$ cat config.mk
export PLATFORM = sky130hd
export DESIGN_NAME = rbb_jtag_decoder
export DESIGN_NICKNAME = d
export VERILOG_FILES = /design/src/rtl/rbb_pkg.sv /design/src/rtl/rbb_classify.sv /design/src/rtl/rbb_pin_hold.sv /design/src/rtl/rbb_reply_slot.sv /design/src/rtl/rbb_jtag_decoder.sv
export SDC_FILE = /design/constraint.sdc
export NUM_CORES = 1
export LEC_CHECK = 0
export BUFFER_PORTS_ARGS = -buffer_cell sky130_fd_sc_hd__buf_2
export CORE_AREA = 2 2 39 41
export DETAILED_ROUTE_END_ITERATION = 12
export DIE_AREA = 0 0 41 43
export PLACE_DENSITY = 0.79
export SLEW_MARGIN = 25
export SYNTH_ARGS = -nofsm -noshare
export SYNTH_HDL_FRONTEND = slang
export SYNTH_SLANG_ARGS = --single-unit
export TNS_END_PERCENT = 50
$ cat constraint.sdc
create_clock -name clk -period 1.4 [get_ports clk]
set_input_delay 0.07 -clock clk [delete_from_list [all_inputs] [get_ports clk]]
set_output_delay 0.07 -clock clk [all_outputs]
set_load 0.01 [all_outputs]
$ cat src/rtl/rbb_pkg.sv
package rbb_pkg;

  localparam int unsigned BYTE_W = 8;

  // character codes the decoder recognises
  localparam logic [BYTE_W-1:0] CH_DIGIT_LO = 8'h30;
  localparam logic [BYTE_W-1:0] CH_DIGIT_HI = 8'h37;
  localparam logic [BYTE_W-1:0] CH_RST_LO   = 8'h72;
  localparam logic [BYTE_W-1:0] CH_RST_HI   = 8'h75;
  localparam logic [BYTE_W-1:0] CH_SAMPLE   = 8'h52;
  localparam logic [BYTE_W-1:0] CH_LED_ON   = 8'h42;
  localparam logic [BYTE_W-1:0] CH_LED_OFF  = 8'h62;
  localparam logic [BYTE_W-1:0] CH_END      = 8'h51;

  typedef enum logic [2:0] {
    KIND_PINS,
    KIND_RESET,
    KIND_SAMPLE,
    KIND_LED,
    KIND_END,
    KIND_BAD
  } cmd_kind_e;

  typedef struct packed {
    logic tck;
    logic tms;
    logic tdi;
    logic trst;
  } pins_t;

endpackage

$ cat src/rtl/rbb_classify.sv
module rbb_classify
  import rbb_pkg::*;
#(
  parameter int unsigned W = BYTE_W
) (
  input  logic [W-1:0] code,
  output cmd_kind_e    kind,
  output logic [2:0]   pin_val,
  output logic         trst_val
);

  logic [1:0] rst_ofs;

  always_comb begin
    pin_val  = code[2:0] - CH_DIGIT_LO[2:0];
    rst_ofs  = code[1:0] - CH_RST_LO[1:0];
    trst_val = rst_ofs[1];
  end

  always_comb begin
    if (code >= W'(CH_DIGIT_LO) && code <= W'(CH_DIGIT_HI))
      kind = KIND_PINS;
    else if (code >= W'(CH_RST_LO) && code <= W'(CH_RST_HI))
      kind = KIND_RESET;
    else if (code == W'(CH_SAMPLE))
      kind = KIND_SAMPLE;
    else if (code == W'(CH_LED_ON) || code == W'(CH_LED_OFF))
      kind = KIND_LED;
    else if (code == W'(CH_END))
      kind = KIND_END;
    else
      kind = KIND_BAD;
  end

endmodule

$ cat src/rtl/rbb_pin_hold.sv
module rbb_pin_hold
  import rbb_pkg::*;
(
  input  logic       clk,
  input  logic       rst,
  input  logic       load_pins,
  input  logic       load_trst,
  input  logic [2:0] pin_val,
  input  logic       trst_val,
  output pins_t      pins
);

  pins_t pins_q;

  always_ff @(posedge clk) begin
    if (rst) begin
      pins_q <= '0;
    end else begin
      if (load_pins) begin
        pins_q.tck <= pin_val[2];
        pins_q.tms <= pin_val[1];
        pins_q.tdi <= pin_val[0];
      end
      if (load_trst)
        pins_q.trst <= trst_val;
    end
  end

  assign pins = pins_q;


  scan_pins_hold_chk: assert property (@(posedge clk) disable iff (rst)
    (!$past(rst) && !$past(load_pins)) |->
      $stable({pins_q.tck, pins_q.tms, pins_q.tdi}));


  trst_hold_chk: assert property (@(posedge clk) disable iff (rst)
    (!$past(rst) && !$past(load_trst)) |-> $stable(pins_q.trst));


  pins_follow_chk: assert property (@(posedge clk) disable iff (rst)
    load_pins |=> ({pins_q.tck, pins_q.tms, pins_q.tdi} == $past(pin_val)));

endmodule

$ cat src/rtl/rbb_reply_slot.sv
module rbb_reply_slot
  import rbb_pkg::*;
#(
  parameter int unsigned W = BYTE_W
) (
  input  logic         clk,
  input  logic         rst,
  input  logic         load,
  input  logic         tdo,
  input  logic         out_ready,
  output logic         out_valid,
  output logic [W-1:0] out_byte,
  output logic         busy
);

  logic         valid_q;
  logic [W-1:0] byte_q;

  always_ff @(posedge clk) begin
    if (rst) begin
      valid_q <= 1'b0;
      byte_q  <= W'(CH_DIGIT_LO);
    end else if (load) begin
      valid_q <= 1'b1;
      byte_q  <= W'(CH_DIGIT_LO) + W'(tdo);
    end else if (out_ready) begin
      valid_q <= 1'b0;
    end
  end

  assign out_valid = valid_q;
  assign out_byte  = byte_q;
  assign busy      = valid_q & ~out_ready;


  reply_hold_chk: assert property (@(posedge clk) disable iff (rst)
    (valid_q && !out_ready) |=> (valid_q && $stable(byte_q)));


  reply_ascii_chk: assert property (@(posedge clk) disable iff (rst)
    valid_q |-> ((byte_q >> 1) == (W'(CH_DIGIT_LO) >> 1)));


  reply_sample_chk: assert property (@(posedge clk) disable iff (rst)
    load |=> (byte_q[0] == $past(tdo)));

endmodule

$ cat src/rtl/rbb_jtag_decoder.sv
module rbb_jtag_decoder
  import rbb_pkg::*;
#(
  parameter int unsigned W = BYTE_W
) (
  input  logic         clk,
  input  logic         rst,
  input  logic         cmd_valid,
  output logic         cmd_ready,
  input  logic [W-1:0] cmd_byte,
  input  logic         jtag_tdo,
  output logic         jtag_tck,
  output logic         jtag_tms,
  output logic         jtag_tdi,
  output logic         jtag_trst,
  output logic         rsp_valid,
  input  logic         rsp_ready,
  output logic [W-1:0] rsp_byte,
  output logic         quit_pulse,
  output logic         bad_cmd_pulse
);

  cmd_kind_e  kind;
  logic [2:0] pin_val;
  logic       trst_val;
  logic       take;
  logic       slot_busy;
  pins_t      pins;
  logic       quit_q;
  logic       bad_q;

  rbb_classify #(.W(W)) u_classify (
    .code     (cmd_byte),
    .kind     (kind),
    .pin_val  (pin_val),
    .trst_val (trst_val)
  );

  assign cmd_ready = ~slot_busy;
  assign take      = cmd_valid & cmd_ready;

  rbb_pin_hold u_pins (
    .clk       (clk),
    .rst       (rst),
    .load_pins (take && kind == KIND_PINS),
    .load_trst (take && kind == KIND_RESET),
    .pin_val   (pin_val),
    .trst_val  (trst_val),
    .pins      (pins)
  );

  rbb_reply_slot #(.W(W)) u_reply (
    .clk       (clk),
    .rst       (rst),
    .load      (take && kind == KIND_SAMPLE),
    .tdo       (jtag_tdo),
    .out_ready (rsp_ready),
    .out_valid (rsp_valid),
    .out_byte  (rsp_byte),
    .busy      (slot_busy)
  );

  always_ff @(posedge clk) begin
    if (rst) begin
      quit_q <= 1'b0;
      bad_q  <= 1'b0;
    end else begin
      quit_q <= take && kind == KIND_END;
      bad_q  <= take && kind == KIND_BAD;
    end
  end

  assign jtag_tck      = pins.tck;
  assign jtag_tms      = pins.tms;
  assign jtag_tdi      = pins.tdi;
  assign jtag_trst     = pins.trst;
  assign quit_pulse    = quit_q;
  assign bad_cmd_pulse = bad_q;


  pulse_excl_chk: assert property (@(posedge clk) disable iff (rst)
    $onehot0({quit_q, bad_q, rsp_valid && !$past(rsp_valid)}));


  stall_no_effect_chk: assert property (@(posedge clk) disable iff (rst)
    (cmd_valid && !cmd_ready) |=> (!quit_q && !bad_q));


  quit_keeps_pins_chk: assert property (@(posedge clk) disable iff (rst)
    quit_q |-> $stable(pins));

endmodule

# Word level (Yosys, flattened, before mapping)
# Index checks and enable logic that the tools add are counted.
dict set report op_classes {
  bitwise 4
  muxes 7
  shifts 0
  n_eq_ne 8
  n_div 0
  addsub 2
  magnitude_cmp 4
  n_mul 0
  n_reduce_logical 10
}
# cell count
set ops {}
lappend ops {{$eq 8x7->1 const B} 4}
lappend ops {{$mux 3} 4}
lappend ops {{$ge 8x6->1 const B} 1}
lappend ops {{$ge 8x7->1 const B} 1}
lappend ops {{$le 8x6->1 const B} 1}
lappend ops {{$le 8x7->1 const B} 1}
lappend ops {{$add 6x1->7 const A} 1}
lappend ops {{$logic_and 1x1->1} 7}
lappend ops {{$eq 3x3->1 const B} 2}
lappend ops {{$eq 3x1->1 const B} 1}
lappend ops {{$eq 3x2->1 const B} 1}
lappend ops {{$logic_not 3->1} 1}
lappend ops {{$mux 1} 3}
lappend ops {{$and 1x1->1} 2}
lappend ops {{$not 1->1} 2}
lappend ops {{$reduce_bool 2->1} 1}
lappend ops {{$sub 2x2->2 const B} 1}
lappend ops {{$logic_or 1x1->1} 1}
dict set report totals {
  regBits 15
  in_bits 13
  latch_bits 0
  output_inout_bits 16
  mem_bits_rw 0
  memories 0
  wordCells 43
  romBits 0
}

# Longest topological paths before layout
# Gate-level depths: netlist (run 1).
dict set report depth {
  word_depth 9
  mapped_depth 5
}

# Hierarchy
# From an unflattened synthesis (run 1), not the netlist that was laid out.
dict set report unflattened {
  hier_cells 56
  hier_area_um2 490.5
}
# mod cells_per_inst seq_area_each_um2 area_per_inst_um2 instances
set by_module_without_submodules {}
lappend by_module_without_submodules {rbb_reply_slot 15 40.0 137.6 1}
lappend by_module_without_submodules {rbb_pin_hold 12 80.1 135.1 1}
lappend by_module_without_submodules {rbb_classify 18 0.0 117.6 1}
lappend by_module_without_submodules {rbb_jtag_decoder 11 40.0 100.1 1}

# Worst setup path before layout (run 1)
# Ideal clock, no wire load.
dict set report synth_timing {
  path_type {flip-flop to flip-flop}
  startpoint {register u_reply.valid_q (netlist: u_reply.out_valid)}
  endpoint {register u_pins.pins_q (netlist bit u_pins.pins[0])}
  required_ps 1276
  arrival_ps 1096
  period_less_slack_ps 1220
  stages_incl_launch_ff 6
  slack_ps 180
  path_cell_list {dfxtp_1 nand2b_1 nand2_1 a211oi_1 nor4bb_1 nor3_1}
}
dict set report synth_between {
  elab_chain_cells 4
}
# element line_no
set synth_lines {}
lappend synth_lines {{from (decl)} rbb_reply_slot.sv:16} ;# logic valid_q;
lappend synth_lines {{from (signal assigned)} rbb_reply_slot.sv:21} ;# valid_q <= 1'b0;
lappend synth_lines {{from (signal assigned)} rbb_reply_slot.sv:24} ;# valid_q <= 1'b1;
lappend synth_lines {{from (signal assigned)} rbb_reply_slot.sv:27} ;# valid_q <= 1'b0;
lappend synth_lines {{$and 1x1->1} rbb_reply_slot.sv:33} ;# assign busy = valid_q & ~out_ready;
lappend synth_lines {{$not 1->1} rbb_jtag_decoder.sv:39} ;# assign cmd_ready = ~slot_busy;
lappend synth_lines {{named net cmd_ready} rbb_jtag_decoder.sv:9} ;# output logic cmd_ready,
lappend synth_lines {{$and 1x1->1} rbb_jtag_decoder.sv:40} ;# assign take = cmd_valid & cmd_ready;
lappend synth_lines {{$logic_and 1x1->1} rbb_jtag_decoder.sv:46} ;# .load_trst (take && kind == KIND_RESET),
lappend synth_lines {{to (decl)} rbb_pin_hold.sv:13} ;# pins_t pins_q;
# The timed path passes the listed nets, and every way through them passes these cells.
# A chain may end at the register's enable or synchronous reset.

# Worst setup path after layout (run 1)
dict set report layout_timing {
  startpoint {register u_reply.valid_q (netlist: u_reply.out_valid)}
  endpoint {register u_pins.pins_q (netlist bit u_pins.pins[0])}
}
dict set report layout_between {
  elab_chain_cells 4
}
# element line_no
set layout_lines {}
lappend layout_lines {{$and 1x1->1} rbb_reply_slot.sv:33}
lappend layout_lines {{$not 1->1} rbb_jtag_decoder.sv:39}
lappend layout_lines {{$and 1x1->1} rbb_jtag_decoder.sv:40}
lappend layout_lines {{$logic_and 1x1->1} rbb_jtag_decoder.sv:46}
# No other way between the ends.

==> impl.org, run 1 <==
** Placed design
- Total cell area at the placement stage :: 561 um^2
- Routability Congestion :: around 0.8
- Detailed placement finished with a half-perimeter wire length of 775 um.
- Buffers placed on the I/O ports in this run total 21.

** Power
- The design draws around 0.49 mW.
- Pwr/cell area :: around 830 nW/um^2
- Worst vdd rail ir drop :: 272 uV
- The analysis attributes to cell leakage a power of 0.306 nW.

** Route
- Dividing the detail-routed wire length by the instance count gives 10.8 um.
- Met3 wire length :: 79 um
- Routed metal-1 wirelength :: 398 um
- Highest layer used for signal routing :: met4
- The routed layout has ~420 vias.
- Met2 wire len :: a little over 500 um
- Number of remaining DRC errors :: 0
- Initial drt markers :: 10
- After detailed routing, the number of vias per cell comes to 4.58.
- Detail Route Antenna Nets :: 0
- Total wire length after detailed routing :: 998 um
- The first TritonRoute pass finished after 4 iterations.

** CTS
- Clock tree synthesis found a total of 8 sinks.
- Clock tree from TritonCTS :: done
- The clock passes through at most 2 buffers.
- Clock Tree Root :: sky130_fd_sc_hd__clkbuf_4
- Total CTS buffers :: 3
- In this run the number of H-tree levels came out at 1.
- Clock-pin slew was measured on the worst setup and hold paths at 60 ps.
- In this run, post-CTS hold repair placed 0 buffers.
- The later pin in the worst-skew pair is clocked with a latency of 260 ps.
- The number of setup buffers added after CTS is 0.

** Finish
- After the last flow step, the layout net total stands at 91.
- Fill cells in the final layout number 152.
- After routing the design area is 594 um^2.
- Most frequent standard cell in the layout excluding fill and tap cells :: sky130_fd_sc_hd__buf_2
- Most frequent cells in the layout :: sky130_fd_sc_hd__buf_2 (21), sky130_fd_sc_hd__dfxtp_1 (8), sky130_fd_sc_hd__nor2_1 (7), sky130_fd_sc_hd__conb_1 (7)
- Signed area change from the synthesized netlist to the final layout :: 26.7%
- Fraction of final layout cells sized beyond drive strength 1 :: 0.355
- Across the whole layout, storage elements account for 160 um^2.
- Multi-input gate area :: 287 um^2
- Final cell utilization of the core :: 0.429
- Antenna cell count :: 0

** Synth
- Leading register cell type out of synthesis :: sky130_fd_sc_hd__dfxtp_1
- Compound-cell area share of the yosys netlist :: 0.0960
- Each instance of the synthesized netlist takes up on average 8.69 um^2.
- By area, the combinational part of the netlist is dominated by simple AND/OR/NAND/NOR gates.
- Of the total synthesized cell area, the portion taken by full adders, half adders and majority gates is 0.
- Most area-consuming cells after synthesis :: sky130_fd_sc_hd__dfxtp_1 (34%), sky130_fd_sc_hd__buf_4 (11%), sky130_fd_sc_hd__mux2i_1 (8.5%)
- The cell count after synthesis came out at 54.
- Of the total synthesized cell area, the portion taken by XOR and XNOR cells is 0.0187.
- Sequential element share of the synthesized area :: 0.341
- Of all cell types, the one taking the most synthesized area is sky130_fd_sc_hd__dfxtp_1.
- Post-synthesis share of cell area spent on and, or, nand and nor gates :: 0.331
- For this run, the number of Yosys warnings is 0.
- Of the post-synthesis cell area, the dominant cell type holds 0.341.
- Cell area after synthesis :: 469 um^2
- The synthesized netlist contains 22 unique library cells.
- FF+latch count, synth :: 8
- Multiplexer share of the synthesized area :: 0.0853
- For this run, asynchronously set or reset flops after synthesis account for 0.
- The synthesized design contains 0 enable-type register cells.

** STA
- The final count of hold timing violations came to 0.
- The final max-slew violation count is 0.
- Min Hold Slack :: 42.6 ps
- Period utilization :: 0.868
- Derived from the worst setup path, the maximum achievable clock frequency is 823 MHz.
- Setup violations, final :: 0
- Final critical-path required period :: 1210 ps
- Setup repair after global routing left no endpoint under its margin.
- Setup skew after layout :: roughly 2 ps
- Post-route setup TNS :: 0 ps

** Hold path
- Origin of the worst min-delay path :: jtag_tdo
- Kind of path behind the tightest hold check :: in2reg

** Worst setup path
- Start of the worst register-to-register path :: u_reply.out_valid
- Data required time of the critical path :: 1540 ps
- At the worst endpoint, the arrival time is 1360 ps.
- Of all nets on the critical path, the largest fanout is 5.
- Worst Setup SP :: u_reply.out_valid
- The worst setup path is launched from a register.
- Category of the critical setup timing path :: reg2reg
- Sort of element at the end of the critical path :: register

** Die
- Die width :: a little over 40 um
- The initial utilization of the core area, before any placement, comes to 0.339.
- Cell Rows :: 14
- Area of the die :: 1760 um^2
- IO Count :: 29
- Measured along the y axis, the die boundary spans 43 um.
- Placeable core region :: 1380 um^2

** Global routing
- The number of global-route vias before repair was 379.
- Global routing finished with a remaining overflow of 0.
- Number of antenna violations at the first check in global routing :: 0
- The first global-routing pass estimated between 1500 and 2000 um of wire.
- Global-route usage over all layers :: 0.137
- Entering global routing, the biggest net connects 8 pins.

** Status
- The run finished with clean final reports.

** Run
- Max-cap violations in this run came to 0.
[critical path, stage by stage (launching register included)]
cell                       delay (ps)
sky130_fd_sc_hd__dfxtp_1          300
sky130_fd_sc_hd__nand2b_1         150
sky130_fd_sc_hd__nand2_1           90
sky130_fd_sc_hd__a211oi_2         200
sky130_fd_sc_hd__nor4bb_2         270
sky130_fd_sc_hd__nor3_1            90
[timing repair]
action | 4_1_cts | 5_1_grt
resized for setup | 0 | 2
setup endpoints to repair | 0 | 1
endpoints found under the hold margin | 0 | 0
[state kept, by name, summed over array words and instances (netlist names)]
| name | cells |
|---|---|
| quit_pulse | 1 |
| u_reply.out_valid | 1 |
| bad_cmd_pulse | 1 |
| u_pins.pins | 4 |
| u_reply.out_byte | 1 |
[where the power goes]
part	switching, mW	internal (mW)	total (mW)
clock	0.0856	0.0986	0.184
combinational	0.0440	0.0321	0.0761
sequential	0.000661	0.230	0.231
[layer usage]
metal	vias to the layer above	track usage
met2	20	0.216
li1	217	-
met5	-	0
met3	2	0.0681
met1	182	0.127
met4	0	0.100
[per-stage QoR]
step	worst slack, ps	cells
2_1_floorplan	180	59
3_3_place_gp	140	89
3_5_place_dp	79.2	89
4_1_cts	112	92
5_1_grt	63.1	92
6_report	185	92
[layout make-up]
cell class	instances	area share
Tap cell	16	0.0337
Timing Repair Buffer	21	0.177
Multi-Input combinational cell	44	0.482
Clock buffer	3	0.0379
Sequential cell	8	0.269
[path summary, 6_finish.rpt]
check | cells after the start | slack [ps] | to
max reg2reg | 5 | 190 | u_pins.pins[0]
min | 3 | 40 | u_reply.out_byte[0]
min reg2reg | 2 | 490 | u_pins.pins[1]
max | 5 | 190 | u_pins.pins[0]
[Yosys cell counts (2+ instances only)]
| cell type | count |
|---|---|
| sky130_fd_sc_hd__nor3_1 | 2 |
| sky130_fd_sc_hd__dfxtp_1 | 8 |
| sky130_fd_sc_hd__nand2b_1 | 3 |
| sky130_fd_sc_hd__conb_1 | 2 |
| sky130_fd_sc_hd__a21oi_1 | 3 |
| sky130_fd_sc_hd__buf_4 | 7 |
| sky130_fd_sc_hd__mux2i_1 | 4 |
| sky130_fd_sc_hd__nor2_1 | 7 |
| sky130_fd_sc_hd__nand3_1 | 2 |
| sky130_fd_sc_hd__nor2b_1 | 4 |
[cells by family (layout without fill, tap and decap cells)]
| group | Yosys count | count (layout) |
|---|---|---|
| xor gates and xnor gates | 1 | 1 |
| and+or+nand+nor | 25 | 25 |
| AOI/OAI and AO/OA | 7 | 7 |
| other | 2 | 7 |
| DFF | 8 | 8 |
| muxes | 4 | 4 |
| buffers and inverters | 7 | 24 |
No activity file was read; power rests on OpenSTA's default activity.
==> run 2, diff against run 1 <==
==> constraint.sdc (replaced) <==
create_clock -name clk -period 1.4 [get_ports clk]
set_input_delay 0.14 -clock clk [delete_from_list [all_inputs] [get_ports clk]]
set_output_delay 0.14 -clock clk [all_outputs]
set_load 0.01 [all_outputs]
==> run 2 against run 1 <==
Net effect: clock skew rose by 2.5 ps; clock power fell by 5%; sequential share of layout area rose by 0.17 points; register-to-register slack got worse by 70 ps; critical path depth did not move; largest power group unchanged; routed wire length fell by 8.1%; sequential power barely moved.
==> impl.org, run 2 (synthesis gave the netlist of run 1 again) <==
** Run
- The tool flagged a number of max-cap violations equal to 0.

** Worst setup path
- Sort of element at the end of the critical path :: register
- Worst Setup SP :: u_reply.out_valid
- For the worst setup path, the data required time is 1530 ps.
- At the worst endpoint, the arrival time is around 1400 ps.
- Measured in cells, the most critical reg-to-reg path has a length of 5.
- End of the critical path :: u_pins.pins[0]
- Reg-to-Reg End :: u_pins.pins[0]
- In this run the critical register-to-register path is launched from u_reply.out_valid.
- Across all register-to-register paths, the minimum setup slack is about 110 ps.
- The critical path is of the reg2reg type.
- Along the worst path, the maximum fanout reaches 5.
- STA classifies the critical path startpoint as a register.

** Global routing
- Global-route usage over all layers :: 0.113
- First-pass GRT wire length :: 1370 um
- Leftover overflow at the end of global routing :: 0
- The initial antenna violation count came to 0.
- Via count of the first global-routing pass :: 371
- Entering global routing, the biggest net connects 8 pins.

** Route
- After detailed routing, the number of vias per cell comes to 4.62.
- Detail Route Antenna Nets :: 0
- Before antenna repair, the detailed router went through 2 iterations.
- For this block, the routed nets add up to 917 um of wire.
- Post-detailed-route wirelength per cell :: roughly 9.9 um
- For this block, the via count after detailed routing is 430.
- In the routed design, unresolved DRC markers number 0.
- Initial drt markers :: 3

** CTS
- Post-CTS Hold Fix Bufs :: 0
- In this run the post-CTS setup repair buffer count came out at 0.
- The clock reaches the later pin of the worst-skew pair after 250 ps.
- TritonCTS built the clock tree.
- Total CTS buffers :: 3
- The number of gates resized after CTS was 0.
- Clock-pin slew was measured on the worst setup and hold paths at 60 ps.
- No sink is reached through more buffers than the 2 on the longest clock path.
- Sinks on the clock net :: 8
- In this run the number of H-tree levels came out at 1.
- The root buffer cell chosen for the clock tree is sky130_fd_sc_hd__clkbuf_4.

** Placed design
- Detailed placement finished with a half-perimeter wire length of 770 um.
- OpenSTA, run right after detailed placement, puts the worst setup slack at -2.84 ps.
- Total cell area at the placement stage :: around 570 um^2
- At the end of routability-driven placement, the weighted congestion stood at 0.809.
- Buffers on Ports :: 21

** STA
- Setup violations remaining at the end of the flow were counted as 0.
- Final hold analysis gives a worst-case slack of around 130 ps.
- Max-slew violations :: 0
- Fmax :: 776 MHz
- Dividing the final minimum period by the clock period gives 0.920.
- Setup repair after global routing left no endpoint under its margin.
- Min setup slack post-route :: 111 ps
- Setup skew after layout :: between 4 and 5 ps
- The worst path needs 1290 ps of the cycle, external delays included.
- The final count of hold timing violations is 0.

** Finish
- Antenna cell count :: 0
- At the end of the flow, the number of nets in the layout was 92.
- For this run, the share of the core covered by cells in the final layout is 0.427.
- Leaving out fill and tap cells, the most frequent cell in the layout is sky130_fd_sc_hd__buf_2.
- The register with the most flip-flops in the layout has 4 of them.
- Counting the fill cells in the layout gives 152.
- Most frequent cells in the layout :: sky130_fd_sc_hd__buf_2 (21), sky130_fd_sc_hd__dfxtp_1 (8), sky130_fd_sc_hd__nor2_1 (7), sky130_fd_sc_hd__conb_1 (7)
- After routing the design area is 591 um^2.
- Of the cells placed in the final design, the portion with a size suffix greater than 1 is 0.338.
- Signed area change from the synthesized netlist to the final layout :: 25.9%

** Power
- The analysis attributes to cell leakage a power of 0.310 nW.
- Design Power :: 0.480 mW
- Power spread over the standard cell area amounts to a little over 800 nW/um^2.
- IR analysis of the VDD net gives a maximum drop of 443 uV.

** Die
- Effective utilization at floorplan :: 0.339
- The die is 43 um tall.
- Area of the die :: between 1500 and 2000 um^2
- Measured along the x axis, the die boundary spans 41 um.
- The floorplan has 14 rows.
- Pin placement for this block handled 29 I/O pins.
- The region available for standard cell placement spans ~1400 um^2.

** Status
- Outcome :: finished, final reports clean

** Hold path
- The path class of the tightest hold or removal check is in2reg.
run 2: changes by cell type in the layout (fill, tap and decap cells not counted):
cell	previous run	this run
sky130_fd_sc_hd__a211oi_1	0	1
sky130_fd_sc_hd__a211oi_2	1	0
sky130_fd_sc_hd__buf_4	0	1
sky130_fd_sc_hd__nor4bb_1	0	1
sky130_fd_sc_hd__nor4bb_2	1	0
run 2: layer usage:
metal | up-vias | track usage | part of all wire
met1 | 194 | 0.126 | 0.43
met4 | 0 | 0.0200 | 0
met5 | - | 0 | 0
li1 | 222 | - | -
met3 | 0 | 0.0524 | 0.075
met2 | 14 | 0.188 | 0.50
run 2: area by class of cell:
class                   instances  area, um^2  share of cell area
multi-input cells              44         275               0.466
repair buffers                 22         113               0.191
clock buffers                   3        22.5              0.0381
flip-flops and latches          8         160               0.271
well taps                      16        20.0              0.0339
run 2: worst min path at each step:
stage	startpoint	endpoint	slack (ps)	cells after the start
after floorplan	rst	u_reply.out_valid	210	1
after global placement	jtag_tdo	u_reply.out_byte[0]	370	3
after detailed placement	jtag_tdo	u_reply.out_byte[0]	380	3
after CTS	jtag_tdo	u_reply.out_byte[0]	120	3
after global routing	rst	u_pins.pins[3]	150	2
final	jtag_tdo	u_reply.out_byte[0]	130	3
run 2: power by group:
| part | switching (mW) | internal (mW) | total, mW |
|---|---|---|---|
| clock network | 0.0770 | 0.0980 | 0.175 |
| logic | 0.0411 | 0.0328 | 0.0739 |
| registers | 0.000737 | 0.230 | 0.231 |
| total | 0.119 | 0.361 | 0.480 |
run 2: metrics by stage:
stage / TNS, ps / std cells
2_1_floorplan: 0 / 59
3_3_place_gp: 0 / 90
3_5_place_dp: -2.84 / 90
4_1_cts: 0 / 93
5_1_grt: 0 / 93
6_report: 0 / 93
run 2: critical path, cell delays in order, from the launching register on:
cell,delay [ps]
sky130_fd_sc_hd__dfxtp_1,300
sky130_fd_sc_hd__nand2b_1,150
sky130_fd_sc_hd__nand2_1,70
sky130_fd_sc_hd__a211oi_1,290
sky130_fd_sc_hd__nor4bb_1,280
sky130_fd_sc_hd__nor3_1,80
==> run 3, diff against run 2 <==
Settings changed: CELL_PAD_IN_SITES_DETAIL_PLACEMENT from default to 0, CELL_PAD_IN_SITES_GLOBAL_PLACEMENT from default to 2, CORE_AREA 2 2 39 41 to 2 2 51 53, DIE_AREA 0 0 41 43 to 0 0 53 55, PLACE_DENSITY 0.79 to 0.83.
==> run 3 against run 2 <==
Net effect: sequential cell count did not move; combinational power up 4.9%; critical path depth stayed put; power is 0.34% higher; clock skew decreased by 2.8 ps; final area is 4.9% higher; core utilization down 16 points; count of clock-buffer cells in the layout unchanged; fmax increased by 6.5%.
==> impl.org, run 3 (synthesis gave the netlist of run 1 again) <==
** Status
- The flow ran to the end, and the final reports show no timing, DRC or antenna violations.

** Finish
- Compared with the post-synthesis result, the final layout area differs by 32.0%.
- Most frequent standard cell in the layout excluding fill and tap cells :: sky130_fd_sc_hd__buf_2
- Fin nets :: 92
- Leaving out fill and tap cells, the most frequent cells in the layout are sky130_fd_sc_hd__buf_2 (21), sky130_fd_sc_hd__dfxtp_1 (8), sky130_fd_sc_hd__nor2_1 (7), sky130_fd_sc_hd__conb_1 (7).
- Fraction of final layout cells sized beyond drive strength 1 :: 0.364
- Final non-filler cell total :: ~110
- The register with the most flip-flops in the layout has 4 of them.
- Antenna cell count :: 0

** CTS
- Buffers added to address setup during post-CTS repair amount to 0.
- CTS built an H-tree with a depth of 1.
- Clock Tree Root :: sky130_fd_sc_hd__clkbuf_4
- Post-CTS Hold Fix Bufs :: 0
- For this design, the sink count on the clock tree is 8.
- Clock latency on the worst-skew pair :: 250 ps
- Clock transition at path regs :: 50 ps
- The clock passes through at most 2 buffers.
- Total CTS buffers :: 3
- Clock tree from TritonCTS :: done

** Worst setup path
- Category of the critical setup timing path :: reg2reg
- Together, buffers and inverters on the worst path number 0.
- Data required time of the critical path :: 1540 ps
- CP cell instances :: nand2b_1 > nand2_1 > a211oi_2 > nor4bb_2 > nor3_1
- Slowest cell on the critical path :: sky130_fd_sc_hd__dfxtp_1
- Maximum fanout along the worst path :: 5
- The worst register-to-register path has a setup slack of 190 ps.
- Largest delay contributor family on the critical path :: simple AND/OR/NAND/NOR gates
- Crit path arrival time :: between 1000 and 1500 ps
- The worst setup path is launched from a register.
- The worst setup path is captured at a register.
- In this design, the stage delay of the slowest critical-path cell is 300 ps.

** Die
- Placeable core region :: roughly 2400 um^2
- The die is 55 um tall.
- Measured along the x axis, the die boundary spans roughly 53 um.
- The initial utilization of the core area, before any placement, comes to 0.198.
- The floorplan has 18 rows.
- Area of the die :: 2920 um^2
- IO Count :: 29

** Power
- Part of the total power dissipated in the clock network :: 0.359
- Summed over all nets, the switching power comes to approximately 0.12 mW.
- Worst vdd rail ir drop :: about 270 uV
- Of the total power, the share spent switching nets is 0.248.
- Part of the total power dissipated in combinational logic :: 0.161
- Internal power :: 0.362 mW
- Leak :: approximately 0.31 nW
- Of the total power, registers draw 0.480.
- Dividing total power by cell area gives a power density of 778 nW/um^2.

** Global routing
- First-pass GRT wire length :: 1670 um
- For this run the aggregate overflow at the end of global routing stands at 0.
- Pin count of the biggest net entering global routing :: 8
- The number of global-route vias before repair was between 400 and 500.
- Global-route usage over all layers :: 0.0840
- Number of antenna violations at the first check in global routing :: 0

** Hold path
- Kind of path behind the tightest hold check :: in2reg

** STA
- Final critical-path required period :: 1210 ps
- The final max-slew violation count came to 0.
- Number of endpoints with negative hold slack in the final report :: 0
- Period utilization :: 0.864
- Summed over all failing endpoints, the final setup total negative slack is 0 ps.
- Unrepaired setup endpoints after global routing :: no
- Setup violations remaining at the end of the flow were counted as 0.
- Min setup slack post-route :: about 190 ps
- Fmax :: 827 MHz
- Clock skew on the completed layout was measured at 1.70 ps.

** Route
- Detailed-routing iteration count for the pre-antenna-repair pass :: 4
- The detail route stage leaves a number of antenna-violating nets equal to 0.
- Number of remaining DRC errors :: 0
- The routed layout has 437 vias.
- Post-detailed-route wirelength per cell :: 10.1 um
- Total wire length after detailed routing :: 1080 um
- After the first detailed-routing iteration, the DRC count stood at 6.
- After detailed routing, the number of vias per cell comes to slightly above 4.

** Placed design
- Buffers on Ports :: 21
- At the end of routability-driven placement, the weighted congestion stood at a little under 0.8.
- Timing analysis after detailed placement gives a worst setup slack of 14.0 ps.
- After detailed placement, the design holds a cell count of ~100.
- Detailed placer's ending HPWL :: 839 um

** Run
- Across the run, the number of max-cap violations was 0.
==> run 3: layout make-up <==
type / count / area, um^2
sequential: 8 / 160
tap: 30 / 37.5
clock buffer: 3 / 22.5
multi-input combinational: 44 / 287
fill: 269 / 1750
timing repair buffer: 22 / 113
==> run 3: stage by stage <==
step	util	hold WS [ps]	cell area, um^2	power, mW
CTS	0.257	110	608	0.491
global placement	0.248	376	586	0.311
finish	0.262	119	619	0.482
floorplan	-	209	488	0.287
global route	0.262	113	619	0.515
detailed placement	0.248	379	586	0.311
==> run 3: metal layers <==
metal | global-route usage | up-vias | wire, um
li1 | - | 217 | -
met1 | 0.0827 | 193 | 411
met2 | 0.138 | 23 | 521
met3 | 0.0511 | 4 | 130
met4 | 0.0470 | 0 | 14
met5 | 0 | - | 0
==> run 3: power groups by stage <==
| stage | registers (mW) | clock network (mW) | logic (mW) |
|---|---|---|---|
| after floorplan | 0.238 | 0 | 0.0498 |
| after global placement | 0.236 | 0 | 0.0745 |
| final | 0.231 | 0.173 | 0.0775 |
| after CTS | 0.231 | 0.184 | 0.0755 |
| after global routing | 0.231 | 0.198 | 0.0855 |
| after detailed placement | 0.236 | 0 | 0.0750 |
==> run 3: path summary, 6_finish.rpt <==
path | start | to | cells after the start
max | u_reply.out_valid | u_pins.pins[0] | 5
min | jtag_tdo | u_reply.out_byte[0] | 3
max reg2reg | u_reply.out_valid | u_pins.pins[0] | 5
min reg2reg | u_reply.out_byte[0] | u_reply.out_byte[0] | 2
==> run 3: what timing repair did <==
action / CTS / global route
resized for setup: 0 / 2
endpoints found under the setup margin: 0 / 1
hold endpoints to repair: 0 / 0
==> run 3: worst register-to-register path, cell delays in order, from the launching register on <==
cell and delay, ps:
sky130_fd_sc_hd__dfxtp_1 300, sky130_fd_sc_hd__nand2b_1 170, sky130_fd_sc_hd__nand2_1 90, sky130_fd_sc_hd__a211oi_2 210
sky130_fd_sc_hd__nor4bb_2 240, sky130_fd_sc_hd__nor3_1 80
